<file path="src/rtl/eewp_pkg.sv">
package eewp_pkg;

    typedef enum logic [2:0] {
        S_IDLE,
        S_CTRL,
        S_CTRL_ACK,
        S_ADDR,
        S_ADDR_ACK,
        S_DATA,
        S_DATA_ACK
    } frm_state_t;

    typedef enum logic [1:0] {
        CMD_NONE,
        CMD_LOCK_SW,
        CMD_UNLOCK_SW,
        CMD_LOCK_PERM
    } prot_cmd_t;

    localparam logic [2:0] CODE_LOCK_SW   = 3'b001;
    localparam logic [2:0] CODE_UNLOCK_SW = 3'b011;
    localparam logic [2:0] CODE_LOCK_PERM = 3'b000;

endpackage

</file>
<file path="src/rtl/eewp_bus_sync.sv">
module eewp_bus_sync #(
    parameter int STAGES = 2
) (
    input  logic clk,
    input  logic rst_n,
    input  logic scl_i,
    input  logic sda_i,
    output logic sda_s,
    output logic scl_rise,
    output logic scl_fall,
    output logic start_det,
    output logic stop_det
);
    logic [STAGES-1:0] scl_q;
    logic [STAGES-1:0] sda_q;
    logic              scl_d;
    logic              sda_d;
    logic              scl_s;

    always_ff @(posedge clk) begin
        if (!rst_n) begin
            scl_q <= '1;
            sda_q <= '1;
            scl_d <= 1'b1;
            sda_d <= 1'b1;
        end else begin
            scl_q <= {scl_q[STAGES-2:0], scl_i};
            sda_q <= {sda_q[STAGES-2:0], sda_i};
            scl_d <= scl_q[STAGES-1];
            sda_d <= sda_q[STAGES-1];
        end
    end

    assign scl_s     = scl_q[STAGES-1];
    assign sda_s     = sda_q[STAGES-1];
    assign scl_rise  = scl_s & ~scl_d;
    assign scl_fall  = ~scl_s & scl_d;
    assign start_det = scl_s & scl_d & sda_d & ~sda_s;
    assign stop_det  = scl_s & scl_d & ~sda_d & sda_s;

endmodule

</file>
<file path="src/rtl/eewp_frame.sv">
module eewp_frame
    import eewp_pkg::*;
#(
    parameter int          ADDR_W    = 8,
    parameter int          PAGE_W    = 2,
    parameter logic [3:0]  MEM_TYPE  = 4'b1010,
    parameter logic [3:0]  PROT_TYPE = 4'b0110
) (
    input  logic              clk,
    input  logic              rst_n,
    input  logic              sda_s,
    input  logic              scl_rise,
    input  logic              scl_fall,
    input  logic              start_det,
    input  logic              stop_det,
    input  logic              busy,
    input  logic              perm_wp,
    input  logic              a0_hv,
    input  logic              a1_strap,
    input  logic              a2_strap,
    output logic              sda_oe,
    output logic              buf_clr,
    output logic              buf_we,
    output logic [ADDR_W-1:0] buf_addr,
    output logic [7:0]        buf_data,
    output logic              commit,
    output logic              commit_prot,
    output prot_cmd_t         commit_cmd
);
    frm_state_t        state, nxt;
    logic [3:0]        bit_cnt;
    logic [7:0]        shreg;
    logic              ack_drv;
    logic              is_prot;
    prot_cmd_t         cmd;
    logic [ADDR_W-1:0] addr_ptr;
    logic              data_seen;

    logic              byte_done;
    logic              shifting;
    logic              ctrl_ok;
    logic              ctrl_prot;
    prot_cmd_t         ctrl_cmd;

    assign byte_done = scl_rise && (bit_cnt == 4'd7);
    assign shifting  = (state == S_CTRL) || (state == S_ADDR) || (state == S_DATA);

    // control byte decode, evaluated on the complete byte held in shreg
    always_comb begin
        ctrl_cmd = CMD_NONE;
        unique case (shreg[3:1])
            CODE_LOCK_SW:   if (a0_hv && !a1_strap && !a2_strap) ctrl_cmd = CMD_LOCK_SW;
            CODE_UNLOCK_SW: if (a0_hv && a1_strap && !a2_strap)  ctrl_cmd = CMD_UNLOCK_SW;
            CODE_LOCK_PERM: if (!a1_strap && !a2_strap)          ctrl_cmd = CMD_LOCK_PERM;
            default:        ctrl_cmd = CMD_NONE;
        endcase
        ctrl_prot = (shreg[7:4] == PROT_TYPE) && !shreg[0] && !perm_wp
                    && (ctrl_cmd != CMD_NONE);
        ctrl_ok   = ((shreg[7:4] == MEM_TYPE) && !shreg[0]) || ctrl_prot;
    end

    // next-state logic
    always_comb begin
        nxt = state;
        if (busy) begin
            nxt = S_IDLE;
        end else if (start_det) begin
            nxt = S_CTRL;
        end else if (stop_det) begin
            nxt = S_IDLE;
        end else begin
            unique case (state)
                S_IDLE:     nxt = S_IDLE;
                S_CTRL:     if (byte_done) nxt = S_CTRL_ACK;
                S_CTRL_ACK: if (scl_fall) begin
                                if (ack_drv)       nxt = S_ADDR;
                                else if (!ctrl_ok) nxt = S_IDLE;
                            end
                S_ADDR:     if (byte_done) nxt = S_ADDR_ACK;
                S_ADDR_ACK: if (scl_fall && ack_drv) nxt = S_DATA;
                S_DATA:     if (byte_done) nxt = S_DATA_ACK;
                S_DATA_ACK: if (scl_fall && ack_drv) nxt = S_DATA;
                default:    nxt = S_IDLE;
            endcase
        end
    end

    // state register
    always_ff @(posedge clk) begin
        if (!rst_n) state <= S_IDLE;
        else        state <= nxt;
    end

    // datapath and outputs
    always_ff @(posedge clk) begin
        if (!rst_n) begin
            bit_cnt   <= '0;
            shreg     <= '0;
            ack_drv   <= 1'b0;
            is_prot   <= 1'b0;
            cmd       <= CMD_NONE;
            addr_ptr  <= '0;
            data_seen <= 1'b0;
            buf_clr   <= 1'b0;
            buf_we    <= 1'b0;
            buf_addr  <= '0;
            buf_data  <= '0;
            commit    <= 1'b0;
        end else begin
            buf_clr <= 1'b0;
            buf_we  <= 1'b0;
            commit  <= 1'b0;
            if (busy) begin
                ack_drv <= 1'b0;
                bit_cnt <= '0;
            end else if (start_det) begin
                bit_cnt   <= '0;
                ack_drv   <= 1'b0;
                data_seen <= 1'b0;
                buf_clr   <= 1'b1;
            end else if (stop_det) begin
                ack_drv <= 1'b0;
                commit  <= (state == S_DATA) && data_seen && (bit_cnt == 4'd1);
            end else begin
                if (scl_rise && shifting) begin
                    shreg   <= {shreg[6:0], sda_s};
                    bit_cnt <= bit_cnt + 4'd1;
                end
                unique case (state)
                    S_CTRL_ACK: if (scl_fall) begin
                                    if (!ack_drv) begin
                                        if (ctrl_ok) begin
                                            ack_drv <= 1'b1;
                                            is_prot <= ctrl_prot;
                                            cmd     <= ctrl_cmd;
                                        end
                                    end else begin
                                        ack_drv <= 1'b0;
                                        bit_cnt <= '0;
                                    end
                                end
                    S_ADDR_ACK: if (scl_fall) begin
                                    if (!ack_drv) begin
                                        ack_drv  <= 1'b1;
                                        addr_ptr <= shreg[ADDR_W-1:0];
                                    end else begin
                                        ack_drv <= 1'b0;
                                        bit_cnt <= '0;
                                    end
                                end
                    S_DATA_ACK: if (scl_fall) begin
                                    if (!ack_drv) begin
                                        ack_drv <= 1'b1;
                                        if (!is_prot) begin
                                            buf_we   <= 1'b1;
                                            buf_addr <= addr_ptr;
                                            buf_data <= shreg;
                                            addr_ptr <= {addr_ptr[ADDR_W-1:PAGE_W],
                                                         addr_ptr[PAGE_W-1:0] + 1'b1};
                                        end
                                    end else begin
                                        ack_drv   <= 1'b0;
                                        bit_cnt   <= '0;
                                        data_seen <= 1'b1;
                                    end
                                end
                    default: ;
                endcase
            end
        end
    end

    assign sda_oe      = ack_drv;
    assign commit_prot = is_prot;
    assign commit_cmd  = cmd;

    // no acknowledge is driven while the write engine is busy
    assert_no_ack_busy_R4: assert property (@(posedge clk) disable iff (!rst_n)
        busy |-> !sda_oe);

    // a commit only follows a stop seen in the data phase
    assert_commit_from_data_R3: assert property (@(posedge clk) disable iff (!rst_n)
        commit |-> $past(state == S_DATA));

    // a protection control byte is never acknowledged under the permanent lock
    assert_perm_refuses_R9: assert property (@(posedge clk) disable iff (!rst_n)
        (state == S_CTRL_ACK && sda_oe && is_prot) |-> !perm_wp);

endmodule

</file>
<file path="src/rtl/eewp_prot_regs.sv">
module eewp_prot_regs
    import eewp_pkg::*;
(
    input  logic      clk,
    input  logic      rst_n,
    input  logic      por_n,
    input  logic      por_perm_init,
    input  logic      apply,
    input  prot_cmd_t cmd,
    output logic      sw_wp,
    output logic      perm_wp
);
    always_ff @(posedge clk) begin
        if (!rst_n) begin
            sw_wp <= 1'b0;
        end else if (apply) begin
            unique case (cmd)
                CMD_LOCK_SW:   sw_wp <= 1'b1;
                CMD_UNLOCK_SW: sw_wp <= 1'b0;
                default:       sw_wp <= sw_wp;
            endcase
        end
    end

    // only the power-on reset loads this flag
    always_ff @(posedge clk) begin
        if (!por_n) begin
            perm_wp <= por_perm_init;
        end else if (apply && cmd == CMD_LOCK_PERM) begin
            perm_wp <= 1'b1;
        end
    end

    // once set, the permanent lock stays set until power-on reset
    assert_perm_sticky_R10: assert property (@(posedge clk) disable iff (!por_n)
        $past(perm_wp) |-> perm_wp);

    // the software lock only rises on an applied lock command
    assert_sw_rise_cmd_R5: assert property (@(posedge clk) disable iff (!rst_n)
        $rose(sw_wp) |-> $past(apply && cmd == CMD_LOCK_SW));

endmodule

</file>
<file path="src/rtl/eewp_write_engine.sv">
module eewp_write_engine #(
    parameter int ADDR_W     = 8,
    parameter int PAGE_BYTES = 4,
    parameter int BUSY_CYC   = 64,
    parameter int PROT_BOUND = 128
) (
    input  logic              clk,
    input  logic              rst_n,
    input  logic              buf_clr,
    input  logic              buf_we,
    input  logic [ADDR_W-1:0] buf_addr,
    input  logic [7:0]        buf_data,
    input  logic              commit,
    input  logic              prot_any,
    output logic              busy,
    output logic              mem_we,
    output logic [ADDR_W-1:0] mem_addr,
    output logic [7:0]        mem_wdata
);
    localparam int PAGE_W = $clog2(PAGE_BYTES);
    localparam int CNT_W  = $clog2(BUSY_CYC + 1);

    logic              vld      [PAGE_BYTES];
    logic [ADDR_W-1:0] ent_addr [PAGE_BYTES];
    logic [7:0]        ent_data [PAGE_BYTES];
    logic [CNT_W-1:0]  cnt;
    logic [PAGE_W-1:0] slot;
    logic              in_emit;
    logic              locked;

    for (genvar g = 0; g < PAGE_BYTES; g++) begin : g_slot
        always_ff @(posedge clk) begin
            if (!rst_n) begin
                vld[g]      <= 1'b0;
                ent_addr[g] <= '0;
                ent_data[g] <= '0;
            end else if (buf_clr) begin
                vld[g] <= 1'b0;
            end else if (buf_we && buf_addr[PAGE_W-1:0] == PAGE_W'(g)) begin
                vld[g]      <= 1'b1;
                ent_addr[g] <= buf_addr;
                ent_data[g] <= buf_data;
            end
        end
    end

    assign slot    = cnt[PAGE_W-1:0];
    assign in_emit = busy && (cnt < CNT_W'(PAGE_BYTES));
    assign locked  = prot_any && ({1'b0, ent_addr[slot]} < (ADDR_W+1)'(PROT_BOUND));

    always_ff @(posedge clk) begin
        if (!rst_n) begin
            busy      <= 1'b0;
            cnt       <= '0;
            mem_we    <= 1'b0;
            mem_addr  <= '0;
            mem_wdata <= '0;
        end else begin
            mem_we <= 1'b0;
            if (commit && !busy) begin
                busy <= 1'b1;
                cnt  <= '0;
            end else if (busy) begin
                if (cnt == CNT_W'(BUSY_CYC - 1)) busy <= 1'b0;
                cnt <= cnt + 1'b1;
            end
            if (in_emit) begin
                mem_we    <= vld[slot] && !locked;
                mem_addr  <= ent_addr[slot];
                mem_wdata <= ent_data[slot];
            end
        end
    end

    // strobes occur only inside the busy interval started by a commit
    assert_we_in_busy_R3: assert property (@(posedge clk) disable iff (!rst_n)
        mem_we |-> busy);

    // the frame logic never commits while the engine is busy
    assert_commit_when_free_R4: assert property (@(posedge clk) disable iff (!rst_n)
        commit |-> !busy);

endmodule

</file>
<file path="src/rtl/eeprom_wp_ctrl.sv">
module eeprom_wp_ctrl
    import eewp_pkg::*;
#(
    parameter int ADDR_W     = 8,
    parameter int PAGE_BYTES = 4,
    parameter int BUSY_CYC   = 64,
    parameter int PROT_BOUND = 128,
    parameter int SYNC_STG   = 2
) (
    input  logic              clk,
    input  logic              rst_n,
    input  logic              por_n,
    input  logic              por_perm_init,
    input  logic              scl_i,
    input  logic              sda_i,
    output logic              sda_oe,
    input  logic              a0_hv,
    input  logic              a1_strap,
    input  logic              a2_strap,
    output logic              mem_we,
    output logic [ADDR_W-1:0] mem_addr,
    output logic [7:0]        mem_wdata
);
    localparam int PAGE_W = $clog2(PAGE_BYTES);

    logic              core_rst_n;
    logic              sda_s, scl_rise, scl_fall, start_det, stop_det;
    logic              busy, sw_wp, perm_wp;
    logic              buf_clr, buf_we, commit, commit_prot;
    logic [ADDR_W-1:0] buf_addr;
    logic [7:0]        buf_data;
    prot_cmd_t         commit_cmd;

    assign core_rst_n = rst_n & por_n;

    eewp_bus_sync #(.STAGES(SYNC_STG)) u_sync (
        .clk       (clk),
        .rst_n     (core_rst_n),
        .scl_i     (scl_i),
        .sda_i     (sda_i),
        .sda_s     (sda_s),
        .scl_rise  (scl_rise),
        .scl_fall  (scl_fall),
        .start_det (start_det),
        .stop_det  (stop_det)
    );

    eewp_frame #(.ADDR_W(ADDR_W), .PAGE_W(PAGE_W)) u_frame (
        .clk         (clk),
        .rst_n       (core_rst_n),
        .sda_s       (sda_s),
        .scl_rise    (scl_rise),
        .scl_fall    (scl_fall),
        .start_det   (start_det),
        .stop_det    (stop_det),
        .busy        (busy),
        .perm_wp     (perm_wp),
        .a0_hv       (a0_hv),
        .a1_strap    (a1_strap),
        .a2_strap    (a2_strap),
        .sda_oe      (sda_oe),
        .buf_clr     (buf_clr),
        .buf_we      (buf_we),
        .buf_addr    (buf_addr),
        .buf_data    (buf_data),
        .commit      (commit),
        .commit_prot (commit_prot),
        .commit_cmd  (commit_cmd)
    );

    eewp_prot_regs u_prot (
        .clk           (clk),
        .rst_n         (core_rst_n),
        .por_n         (por_n),
        .por_perm_init (por_perm_init),
        .apply         (commit && commit_prot && !busy),
        .cmd           (commit_cmd),
        .sw_wp         (sw_wp),
        .perm_wp       (perm_wp)
    );

    eewp_write_engine #(
        .ADDR_W     (ADDR_W),
        .PAGE_BYTES (PAGE_BYTES),
        .BUSY_CYC   (BUSY_CYC),
        .PROT_BOUND (PROT_BOUND)
    ) u_engine (
        .clk       (clk),
        .rst_n     (core_rst_n),
        .buf_clr   (buf_clr),
        .buf_we    (buf_we),
        .buf_addr  (buf_addr),
        .buf_data  (buf_data),
        .commit    (commit),
        .prot_any  (sw_wp | perm_wp),
        .busy      (busy),
        .mem_we    (mem_we),
        .mem_addr  (mem_addr),
        .mem_wdata (mem_wdata)
    );

    // the data line is released whenever the core is in reset
    assert_released_in_reset_R12: assert property (@(posedge clk)
        !core_rst_n |=> !sda_oe);

endmodule

</file>
<file path="config.mk">
export PLATFORM = sky130hd
export DESIGN_NAME = eeprom_wp_ctrl
export DESIGN_NICKNAME = d
export VERILOG_FILES = /design/src/rtl/eewp_pkg.sv /design/src/rtl/eewp_bus_sync.sv /design/src/rtl/eewp_frame.sv /design/src/rtl/eewp_prot_regs.sv /design/src/rtl/eewp_write_engine.sv /design/src/rtl/eeprom_wp_ctrl.sv
export SDC_FILE = /design/constraint.sdc
export NUM_CORES = 1
export LEC_CHECK = 0
export BUFFER_PORTS_ARGS = -buffer_cell sky130_fd_sc_hd__clkbuf_2
export CAP_MARGIN = 5
export CORE_MARGIN = 5
export CORE_UTILIZATION = 30
export DETAILED_ROUTE_END_ITERATION = 16
export GPL_TIMING_DRIVEN = 0
export PLACE_DENSITY = 0.54
export REMOVE_ABC_BUFFERS = 1
export SYNTH_ARGS = -nofsm -noshare
export SYNTH_HDL_FRONTEND = slang
export SYNTH_SLANG_ARGS = --single-unit
</file>
<file path="constraint.sdc">
create_clock -name clk -period 6.8 [get_ports clk]
set_clock_uncertainty 0.15 [all_clocks]
set_input_delay 1.36 -clock clk [delete_from_list [all_inputs] [get_ports clk]]
set_output_delay 1.36 -clock clk [all_outputs]
set_load 0.1 [all_outputs]
</file>
==> summary.txt <==
Worst setup path
  – Worst Setup End Kind: register
  – CP Data Required Time: 6.93 ns
  – Startpoint Class: input port
  – Crit path kind: in2reg
  – Worst R2R Start: u_frame.buf_we
  – WP data arrival: 3.61 ns
  – R2R Setup Slk: 4.30 ns
  – CP Launch Point: por_n
  – Crit-path max FO: 41

Detailed routing
  – Detailed-route via count: 4043
  – DR DRC count: 0
  – Via density: 4.70
  – DR iter-0 viols: 173
  – DRT Wirelength: 13100 µm
  – Post-DRT Antenna Nets: 0
  – Average wire per standard cell: 15.3 µm
  – Drt first pass iters: 5

Synthesis
  – Synth cell types: 55
  – Dominant synthesized flop cell: dfxtp_1
  – Sequential fraction of the synthesis area: 59.2%
  – Post-synthesis cell count: 553
  – Yosys warnings: 0
  – Fraction of registers with async set/reset: 0%
  – Post-synth EDFFs: 68
  – Cell Area, Synth: 0.00622 mm²
  – FF+latch count, synth: 150
  – Synthesized area per cell: 11.2 µm²

Cells and area
  – Total Nets Final: 591
  – # diodes: 0
  – Commonest cells after routing, fill and taps aside: 82 x dfxtp_1, 79 x nand2_1, 68 x edfxtp_1
  – Most common cell after layout, fill and taps aside: dfxtp_1
  – Area growth from synthesis to layout: 17.4%
  – Layout Cells excl Fill: 860
  – Share of cells above drive strength 1: 16.1%
  – Multi-input gate area: 0.00242 mm²
  – # fillers: 2030
  – Sequential Area: 0.00368 mm²
  – Post-layout instance area: 0.00730 mm²

Die
  – Die Height: 154 µm
  – Core area: 0.0203 mm²
  – Initial core utilization: 30.6%
  – Row cnt: 52
  – I/O pins: 27
  – Die X: 154 µm
  – Die area: 0.0237 mm²

CTS
  – CTS clk-pin slew, worst paths: 0.06 ns
  – CTS Hold Bufs: 0
  – Buffers inserted by post-CTS timing repair: 0
  – Clock Path Buffers: 2
  – Post-CTS Resized: 0
  – TritonCTS clock tree: done
  – CTS Sinks: 150
  – Worst skew pair latency: 0.41 ns
  – Num CTS Buffers: 17
  – CTS root buffer: clkbuf_16
  – # H-tree levels: 4

Timing
  – Relative max-transition margin: 21.8%
  – Final TNS setup: 0 ns
  – Fmax: 288 MHz
  – RSZ-0062 raised after global routing: no
  – Worst-margin pin slew: 1.17 ns
  – Final Hold Fails: 0
  – Final cycle utilization of the critical path: 51.1%
  – Pins Over Slew Limit: 0
  – Final min period: 3.48 ns
  – Final-report setup violation count: 0
  – Final Worst Setup Slack: 3.32 ns

Placed design
  – Dpl hpwl: 8880 µm
  – Post-place setup slack: 2.87 ns
  – Placed cells: 828
  – Number of port buffers: 26
  – DP Area: 0.00668 mm²
  – GP Congestion: 0.774

GRT
  – Initial antenna violation count: 0
  – Grt total ovfl: 0
  – Largest net degree at the start of global routing: 42
  – First-pass GRT wire length: 21300 µm
  – GR Util All Layers: 11.4%
  – Vias in the first global route: 4069

Worst hold path
  – Hold_sp: u_sync.scl_q[0]
  – Worst min-delay path class: reg2reg

Flow run
  – Total of max-cap violations: 0

Outcome
  – Outcome: complete, no violations

Pwr
  – Power density over cell area: 270 mW/mm²
  – Peak supply drop: 189 µV
  – Total power: 1.97 mW
  – Lkg Pwr: 2.49 nW
-- power by group --
group | internal [mW] | switching, mW | leakage [nW]
Clock | 0.614 | 0.352 | 0.307
Sequential | 0.958 | 0.00447 | 1.41
Combinational | 0.0154 | 0.0250 | 0.767
Total | 1.59 | 0.382 | 2.49
-- layer usage --
layer  global-route usage [%]  vias to the layer above  wire length, µm
li1                         -                     2005                -
met1                     14.9                     1951             6120
met2                     18.2                       79             6260
met3                     2.84                        8              640
met4                     4.58                        0              111
met5                        0                        -                0
-- final cells by class --
class,instances,share of cell area [%]
clock inverters,9,1.70
flip-flops and latches,150,50.5
inverters,10,0.514
multi-input cells,367,33.1
clock buffers,23,6.68
repair buffers,31,2.88
well taps,270,4.63
-- logic make-up after synthesis --
kind of cell	count (synthesis)	share of synthesized area (%)
other	1	0.0603
multiplexers	33	8.73
buffers and inverters	39	2.56
XOR/XNOR	7	0.986
AO/OA/AOI/OAI	75	7.31
AND/OR/NAND/NOR	243	20.1
flip-flops	150	59.2
adder cells (fa/ha/maj)	5	1.01
-- synth_stat cells, drive strengths merged (2+ instances only) --
cell type	count	area share (%)
buf	12	0.93
o21ai	11	0.89
nor3b	5	0.68
nor2	47	3.0
nand4b	2	0.28
nand2	80	4.8
mux2i	16	2.6
nor3	8	0.81
nand4	6	0.60
nor2b	3	0.42
nand3b	4	0.48
o31ai	2	0.24
nor4	2	0.20
and2	58	5.8
nand3	9	0.72
a311o	3	0.48
a21oi	44	3.5
edfxtp	68	33
clkbuf	17	1.0
o221a	2	0.36
xnor2	3	0.42
inv	10	0.60
a21boi	2	0.24
nand2b	7	0.70
ha	5	1.0
mux4	17	6.2
a211oi	2	0.32
xor2	4	0.56
or3	4	0.40
dfxtp	82	26
or2	2	0.20
-- flip-flops by register name (all words and copies together), names as in the netlist, 4 cells and up, named ones only --
register / flops
u_engine.mem_wdata: 8
u_engine.ent_data: 32
u_engine.vld: 4
u_frame.buf_addr: 8
u_frame.bit_cnt: 4
u_engine.mem_addr: 8
u_frame.shreg: 8
u_frame.addr_ptr: 8
u_engine.ent_addr: 32
u_engine.cnt: 7
u_frame.buf_data: 8
-- final timing paths --
kind,end,depth (start not counted)
hold / removal,u_sync.scl_q[1],1
setup / recovery,u_engine.ent_data[1][1],6
hold reg to reg,u_sync.scl_q[1],1
setup reg to reg,u_engine.ent_data[1][1],4
-- worst max-delay path, stage by stage --
cell      delay, ns
clkbuf_2       0.11
nand2_2        0.27
buf_12         0.30
or2_2          0.39
nor2_1         0.91
and2_1         0.25
-- metrics by stage --
stage | utilization, % | hold slack (ns)
final | 36.0 | 0.262
after global routing | 36.0 | 0.283
after CTS | 35.9 | 0.266
after detailed placement | 32.9 | 0.252
after global placement | 32.4 | 0.244
after floorplan | - | 0.236
No activity file was read; power rests on OpenSTA's default activity.
